--- src/rtl/vcg_align_pkg.sv ---
package vcg_align_pkg;
    localparam int MFI_W = 12;
    typedef logic [MFI_W-1:0] mfi_t;

    typedef enum logic [1:0] {
        S_CFGERR,
        S_ALIGN,
        S_TRIM,
        S_READ
    } align_state_e;

    // a is later than b when the forward distance lies in 1..half-range-1
    function automatic logic mfi_later(input mfi_t a, input mfi_t b);
        mfi_t d;
        d = a - b;
        return (d != '0) && !d[MFI_W-1];
    endfunction
endpackage

--- src/rtl/vcg_member_buf.sv ---
module vcg_member_buf #(
    parameter int DEPTH = 16,
    parameter int DW    = 8,
    parameter int TW    = 12,
    parameter int CW    = $clog2(DEPTH + 1)
) (
    input  logic          clk,
    input  logic          rst_n,
    input  logic          flush,
    input  logic          wr_en,
    input  logic [DW-1:0] wr_data,
    input  logic [TW-1:0] wr_tag,
    input  logic          rd_en,
    output logic [DW-1:0] head_data,
    output logic [TW-1:0] head_tag,
    output logic [CW-1:0] count
);
    localparam int AW = $clog2(DEPTH);

    logic [DW-1:0] mem_d [DEPTH];
    logic [TW-1:0] mem_t [DEPTH];
    logic [AW-1:0] wr_ptr, rd_ptr;
    logic          do_wr, do_rd;

    assign do_wr = wr_en && (count != CW'(DEPTH)) && !flush;
    assign do_rd = rd_en && (count != '0) && !flush;

    always_ff @(posedge clk) begin
        if (!rst_n || flush) begin
            wr_ptr <= '0;
            rd_ptr <= '0;
            count  <= '0;
        end else begin
            if (do_wr) wr_ptr <= wr_ptr + 1'b1;
            if (do_rd) rd_ptr <= rd_ptr + 1'b1;
            count <= count + CW'(do_wr) - CW'(do_rd);
        end
    end

    always_ff @(posedge clk) begin
        if (do_wr) begin
            mem_d[wr_ptr] <= wr_data;
            mem_t[wr_ptr] <= wr_tag;
        end
    end

    assign head_data = mem_d[rd_ptr];
    assign head_tag  = mem_t[rd_ptr];

    a_r2_depth_limit: assert property (@(posedge clk) disable iff (!rst_n)
        count <= CW'(DEPTH));

    a_r2_read_nonempty: assert property (@(posedge clk) disable iff (!rst_n)
        rd_en |-> (count != '0));
endmodule

--- src/rtl/vcg_seq_check.sv ---
module vcg_seq_check #(
    parameter int N  = 4,
    parameter int SW = 3,
    parameter int IW = 2
) (
    input  logic [N-1:0][SW-1:0] seq,
    output logic                 ok,
    output logic [N-1:0][IW-1:0] mem_of_seq
);
    always_comb begin
        int hits;
        ok = 1'b1;
        for (int s = 0; s < N; s++) begin
            hits          = 0;
            mem_of_seq[s] = '0;
            for (int m = 0; m < N; m++) begin
                if (seq[m] == SW'(s)) begin
                    hits          = hits + 1;
                    mem_of_seq[s] = IW'(m);
                end
            end
            if (hits != 1) ok = 1'b0;
        end
    end
endmodule

--- src/rtl/vcg_deskew.sv ---
module vcg_deskew #(
    parameter int N     = 4,
    parameter int DEPTH = 16,
    parameter int SEQ_W = 3,
    parameter int CNT_W = $clog2(DEPTH + 1)
) (
    input  logic                    clk,
    input  logic                    rst_n,
    input  logic [N-1:0]            in_valid,
    input  logic [N-1:0][7:0]       in_data,
    input  logic [N-1:0][11:0]      in_mfi,
    input  logic [N-1:0][SEQ_W-1:0] cfg_seq,
    output logic                    out_valid,
    output logic [7:0]              out_data,
    output logic [11:0]             out_mfi,
    output logic [SEQ_W-1:0]        out_seq,
    output logic [N-1:0][CNT_W-1:0] mem_depth,
    output logic                    ovf_alarm,
    output logic                    cfg_err
);
    import vcg_align_pkg::*;

    localparam int IW = (N > 1) ? $clog2(N) : 1;

    align_state_e         state, nxt;
    mfi_t                 target, target_nxt, best;
    logic [IW-1:0]        rd_idx, rd_nxt, sel;
    logic [N-1:0]         empty_v, full_v, pop_v;
    logic [7:0]           head_data [N];
    mfi_t                 head_mfi  [N];
    logic [N-1:0][IW-1:0] mem_of_seq;
    logic                 cfg_ok, any_ovf, all_at, any_ahead, sel_ready;

    for (genvar m = 0; m < N; m++) begin : g_mem
        vcg_member_buf #(.DEPTH(DEPTH), .DW(8), .TW(MFI_W), .CW(CNT_W)) u_buf (
            .clk      (clk),
            .rst_n    (rst_n),
            .flush    (any_ovf),
            .wr_en    (in_valid[m]),
            .wr_data  (in_data[m]),
            .wr_tag   (in_mfi[m]),
            .rd_en    (pop_v[m]),
            .head_data(head_data[m]),
            .head_tag (head_mfi[m]),
            .count    (mem_depth[m])
        );
        assign empty_v[m] = (mem_depth[m] == '0);
        assign full_v[m]  = (mem_depth[m] == CNT_W'(DEPTH));
    end

    vcg_seq_check #(.N(N), .SW(SEQ_W), .IW(IW)) u_seq (
        .seq       (cfg_seq),
        .ok        (cfg_ok),
        .mem_of_seq(mem_of_seq)
    );

    assign any_ovf   = |(in_valid & full_v);
    assign sel       = mem_of_seq[rd_idx];
    assign sel_ready = !empty_v[sel] && (head_mfi[sel] == target);

    // next state, target and pops
    always_comb begin
        nxt        = state;
        target_nxt = target;
        rd_nxt     = rd_idx;
        pop_v      = '0;
        best       = head_mfi[0];
        all_at     = 1'b1;
        any_ahead  = 1'b0;
        for (int m = 0; m < N; m++) begin
            if (mfi_later(head_mfi[m], best)) best = head_mfi[m];
            if (empty_v[m] || head_mfi[m] != target) all_at = 1'b0;
            if (!empty_v[m] && mfi_later(head_mfi[m], target)) any_ahead = 1'b1;
        end
        unique case (state)
            S_CFGERR: if (cfg_ok) nxt = S_ALIGN;
            S_ALIGN: begin
                if (empty_v == '0) begin
                    nxt        = S_TRIM;
                    target_nxt = best;
                end
            end
            S_TRIM: begin
                for (int m = 0; m < N; m++)
                    if (!empty_v[m] && mfi_later(target, head_mfi[m])) pop_v[m] = 1'b1;
                if (all_at) begin
                    nxt    = S_READ;
                    rd_nxt = '0;
                end else if (any_ahead) begin
                    nxt = S_ALIGN;
                end
            end
            S_READ: begin
                if (sel_ready) begin
                    pop_v[sel] = 1'b1;
                    if (rd_idx == IW'(N - 1)) begin
                        rd_nxt     = '0;
                        target_nxt = target + 1'b1;
                    end else begin
                        rd_nxt = rd_idx + 1'b1;
                    end
                end else if (!empty_v[sel]) begin
                    nxt = S_ALIGN;
                end
            end
            default: nxt = S_ALIGN;
        endcase
        if (!cfg_ok) begin
            nxt   = S_CFGERR;
            pop_v = '0;
        end else if (any_ovf) begin
            nxt   = S_ALIGN;
            pop_v = '0;
        end
    end

    // state register
    always_ff @(posedge clk) begin
        if (!rst_n) begin
            state  <= S_ALIGN;
            target <= '0;
            rd_idx <= '0;
        end else begin
            state  <= nxt;
            target <= target_nxt;
            rd_idx <= rd_nxt;
        end
    end

    // outputs
    always_ff @(posedge clk) begin
        if (!rst_n) begin
            out_valid <= 1'b0;
            out_data  <= '0;
            out_mfi   <= '0;
            out_seq   <= '0;
            ovf_alarm <= 1'b0;
            cfg_err   <= 1'b0;
        end else begin
            out_valid <= (state == S_READ) && (|pop_v);
            out_data  <= head_data[sel];
            out_mfi   <= target;
            out_seq   <= SEQ_W'(rd_idx);
            ovf_alarm <= any_ovf;
            cfg_err   <= !cfg_ok;
        end
    end

    a_r9_cfg_blocks_output: assert property (@(posedge clk) disable iff (!rst_n)
        !cfg_ok |=> !out_valid);

    a_r8_alarm_empties: assert property (@(posedge clk) disable iff (!rst_n)
        ovf_alarm |-> (mem_depth == '0));

    a_r4_seq_step: assert property (@(posedge clk) disable iff (!rst_n)
        (out_valid && $past(out_valid) && out_mfi == $past(out_mfi))
            |-> out_seq == SEQ_W'($past(out_seq) + 1'b1));

    a_r4_mfi_step: assert property (@(posedge clk) disable iff (!rst_n)
        (out_valid && $past(out_valid) && $past(out_seq) == SEQ_W'(N - 1))
            |-> out_mfi == 12'($past(out_mfi) + 1'b1));
endmodule

--- config.mk ---
export PLATFORM = sky130hd
export DESIGN_NAME = vcg_deskew
export DESIGN_NICKNAME = d
export VERILOG_FILES = /design/src/rtl/vcg_align_pkg.sv /design/src/rtl/vcg_member_buf.sv /design/src/rtl/vcg_seq_check.sv /design/src/rtl/vcg_deskew.sv
export SDC_FILE = /design/constraint.sdc
export NUM_CORES = 1
export LEC_CHECK = 0
export BUFFER_PORTS_ARGS = -buffer_cell sky130_fd_sc_hd__buf_2
export CELL_PAD_IN_SITES_DETAIL_PLACEMENT = 0
export CELL_PAD_IN_SITES_GLOBAL_PLACEMENT = 1
export CORE_ASPECT_RATIO = 0.8
export CORE_UTILIZATION = 50
export DETAILED_ROUTE_END_ITERATION = 8
export PLACE_DENSITY = 0.77
export SLEW_MARGIN = 20
export SYNTH_ARGS = -nofsm -noshare
export SYNTH_HDL_FRONTEND = slang
export SYNTH_SLANG_ARGS = --single-unit
--- constraint.sdc ---
create_clock -name clk -period 15.3 [get_ports clk]
set_clock_uncertainty 0.15 [all_clocks]
set_input_delay 3.06 -clock clk [delete_from_list [all_inputs] [get_ports clk]]
set_output_delay 3.06 -clock clk [all_outputs]
set_load 0.1 [all_outputs]
==> summary.md <==
| Metric | Value |
|---|---|
| Post-Syn Area | `60500 µm²` |
| CTS clk-pin slew, worst paths | `0.07 ns` |
| Number of enable flip-flop cells after synthesis | `1280` |
| Largest family of logic cells by synthesized area | `multiplexers` |
| CP Capture Type | `flop` |
| Max-capacitance violation count | `0` |
| Most frequent cell after synthesis | `edfxtp_1` |
| Vias per cell | `6.04` |
| Largest cells by area after synthesis | `edfxtp_1 (64%), mux4_2 (15%), ha_1 (3.7%)` |
| Overall Power | `11.4 mW` |
| Hold path cells | `2` |
| Most used cell, CP | `o21ai_0` |
| Post-CTS Hold Fix Bufs | `0` |
| Number of distinct library cells after synthesis | `84` |
| Total Routing Usage GR | `between 20 and 30%` |
| Clock Latency Late Sink | `0.79 ns` |
| Main synth FF type | `edfxtp_1` |
| Die H | `between 300 and 400 µm` |
| Slowest cell on crit path | `dfxtp_4` |
| Vias | `32600` |
| Die X-Extent | `about 400 µm` |
| Maximum vdd drop | `about 0.00013 V` |
| Initial antenna violation count | `13` |
| WS Path Type | `flop to flop` |
| Worst min-delay path class | `flop to flop` |
| Final nets | `3954` |
| Gr ovfl total | `0` |
| Yosys warns | `0` |
| Worst path max stage delay | `between 0.8 and 0.9 ns` |
| Worst path required time | `15.83 ns` |
| CTS H-tree lvls | `4` |
| Synth area leader | `edfxtp_1` |
| WP data arrival | `12.87 ns` |
| Worst Reg2Reg Path Length in Cells | `39` |
| XOR/XNOR Fraction of Synth Area | `1.67%` |
| Setup Fix Bufs, Post-CTS | `0` |
| RSZ-0062 raised after global routing | `false` |
| Vias in the first global route | `around 32000` |
| Share of layout cells above drive strength 1 | `25.2%` |
| CTS tree | `done` |
| Async set or reset register ratio after synthesis | `0%` |
| Post-Syn Nets | `3711` |
| Area grow syn2layout | `12.3%` |
| Crit-path max FO | `35` |
| Critical R2R Capture | `target[3]$_SDFFE_PN0P_` |
| Max clock buf depth | `3` |
| Clock root buffer | `clkbuf_16` |
| Avg Inst Size Synth | `approximately 18 µm²` |
| P_leak | `22.5 nW` |
| Core area | `approximately 120000 µm²` |
| Placer Congestion | `between 0.9 and 1` |
| Worst rel slew slack | `between 20 and 30%` |
| Simple-Gate Fraction of Synth Area | `4.70%` |
| Hold Path Origin | `g_mem[3].u_buf.rd_ptr[3]$_SDFFE_PP0P_` |
| Fmax | `0.0811 GHz` |
| Detail Placement HPWL | `97400 µm` |
| Hold Fails Final Rpt | `0` |
| Final setup TNS | `0 ns` |
| CTS buffer count | `135` |
| Post-route minimum period | `12.34 ns` |
| Synth Area in Compound Gates | `4.20%` |
| Worst setup SP type | `flop` |
| Sink Count | `1389` |
| Mapped Cells | `3422` |
| Yosys top cell area share | `63.5%` |
| Pin count of the biggest net entering global routing | `66` |
| Starting Density | `50.7%` |
| Slew Limit Fails | `0` |
| Status | `finished, final reports clean` |
| Tightest Pin Transition | `1.05 ns` |
| Most instantiated cells after synthesis | `edfxtp_1 (1280), mux4_2 (412), nor2_1 (193), ha_1 (180), inv_1 (176)` |
| DRC Markers | `0` |
| Hold slack | `between 0.3 and 0.4 ns` |
| IO Port Bufs | `142` |
| Drt first pass iters | `5` |
| R2R setup slack | `around 3.0 ns` |
| Share of the yosys chip area belonging to registers | `67.1%` |
| Number of synthesized register bits | `about 1400` |
| Final Cycle Share | `around four fifths` |
| Post-Route WL | `152000 µm` |
| Final setup fails | `0` |
| PostCTS Resize Cnt | `0` |
| Initial DRC count | `3784` |
| Antenna viol nets, final | `0` |
| Cell Rows | `113` |
| Area share of fa/ha/maj cells after synthesis | `4.12%` |
| P per Cell Area | `167 nW/µm²` |
| DIE AREA | `between 100000 and 150000 µm²` |
| Post-synthesis mux area share | `roughly 16%` |
| First-pass GRT wire length | `~220000 µm` |
| IO Pins | `144` |
| Per-cell routed wire length | `28.2 µm` |
[how the worst max path moves through the flow]
| stage | startpoint | endpoint | slack [ns] | cells after the start |
|---|---|---|---|---|
| after floorplan | flop | target[3]$_SDFFE_PN0P_ | 4.56 | 43 |
| after global placement | flop | target[3]$_SDFFE_PN0P_ | 3.31 | 39 |
| after detailed placement | flop | target[3]$_SDFFE_PN0P_ | 3.17 | 39 |
| after CTS | flop | target[3]$_SDFFE_PN0P_ | 3.09 | 39 |
| after global routing | flop | target[3]$_SDFFE_PN0P_ | 2.19 | 40 |
| final | flop | target[3]$_SDFFE_PN0P_ | 2.96 | 39 |
[worst max-delay path, delay by kind of cell, from the launching register on]
kind / cells / cell delay, ns
multiplexers: 7 / 2.27
adder cells (fa/ha/maj): 6 / 1.96
flip-flops: 1 / 0.81
AO/OA/AOI/OAI: 18 / 4.74
buffers and inverters: 4 / 1.18
AND/OR/NAND/NOR: 3 / 0.76
XOR/XNOR: 1 / 0.30
[routing by layer]
layer / wire (µm) / up-vias / part of all wire, % / track usage [%]
met2: 68200 / 1432 / 45 / 36.9
met4: 3630 / 16 / 2.4 / 7.50
met3: 15300 / 229 / 10 / 7.14
met5: 99 / - / 0.065 / 0
li1: - / 14200 / - / -
met1: 65000 / 16700 / 43 / 36.8
[sequential cells by signal (all words and copies together) (netlist names), named ones only]
name	cells
cfg_err	1
g_mem.u_buf.count	20
g_mem.u_buf.mem_d	512
g_mem.u_buf.mem_t	768
g_mem.u_buf.rd_ptr	16
g_mem.u_buf.wr_ptr	16
out_data	8
out_mfi	12
out_seq	2
out_valid	1
ovf_alarm	1
rd_idx	2
state	2
target	12
[area by class of cell]
cell class              instances  area (µm²)
fillers                      9092       51400
diodes                          4        10.0
well taps                    1610        2010
clock inverters                83         749
clock buffers                 165        3540
multi-input cells            1718       18800
inverters                     177         664
repair buffers                244        1480
flip-flops and latches       1389       40700
[report_power, final]
group	switching, mW	total [mW]	internal (mW)
Combinational	2.30	3.68	1.38
Clock	1.44	3.24	1.80
Sequential	0.103	4.45	4.35
[metrics by stage]
stage / setup slack (ns) / cell area, µm² / cells / utilization [%]
after floorplan: 4.56 / 60500 / 3422 / -
after global placement: 3.31 / 63600 / 5137 / 53.3
final: 2.96 / 67900 / 5390 / 56.9
after global routing: 2.19 / 67900 / 5388 / 56.9
after CTS: 3.09 / 67900 / 5386 / 56.9
after detailed placement: 3.17 / 63600 / 5138 / 53.3
[cells in the final DEF, fill, tap and decap left out, drive strengths merged, types with 76 or more instances in the layout]
| master | n |
|---|---|
| a21oi | 115 |
| buf | 244 |
| clkbuf | 165 |
| dfxtp | 109 |
| edfxtp | 1280 |
| ha | 180 |
| inv | 184 |
| mux4 | 412 |
| nand2 | 95 |
| nor2 | 193 |
| o21ai | 76 |
[cells by family (layout without fill, tap and decap cells)]
logic type	Yosys count	count (layout)
flops	1389	1389
fa+ha+maj	193	193
mux	456	456
other cells	1	5
simple gates	570	570
buf+inv	315	669
compound gates	385	385
xor+xnor	113	113
Power figures use the tool's default switching activity.
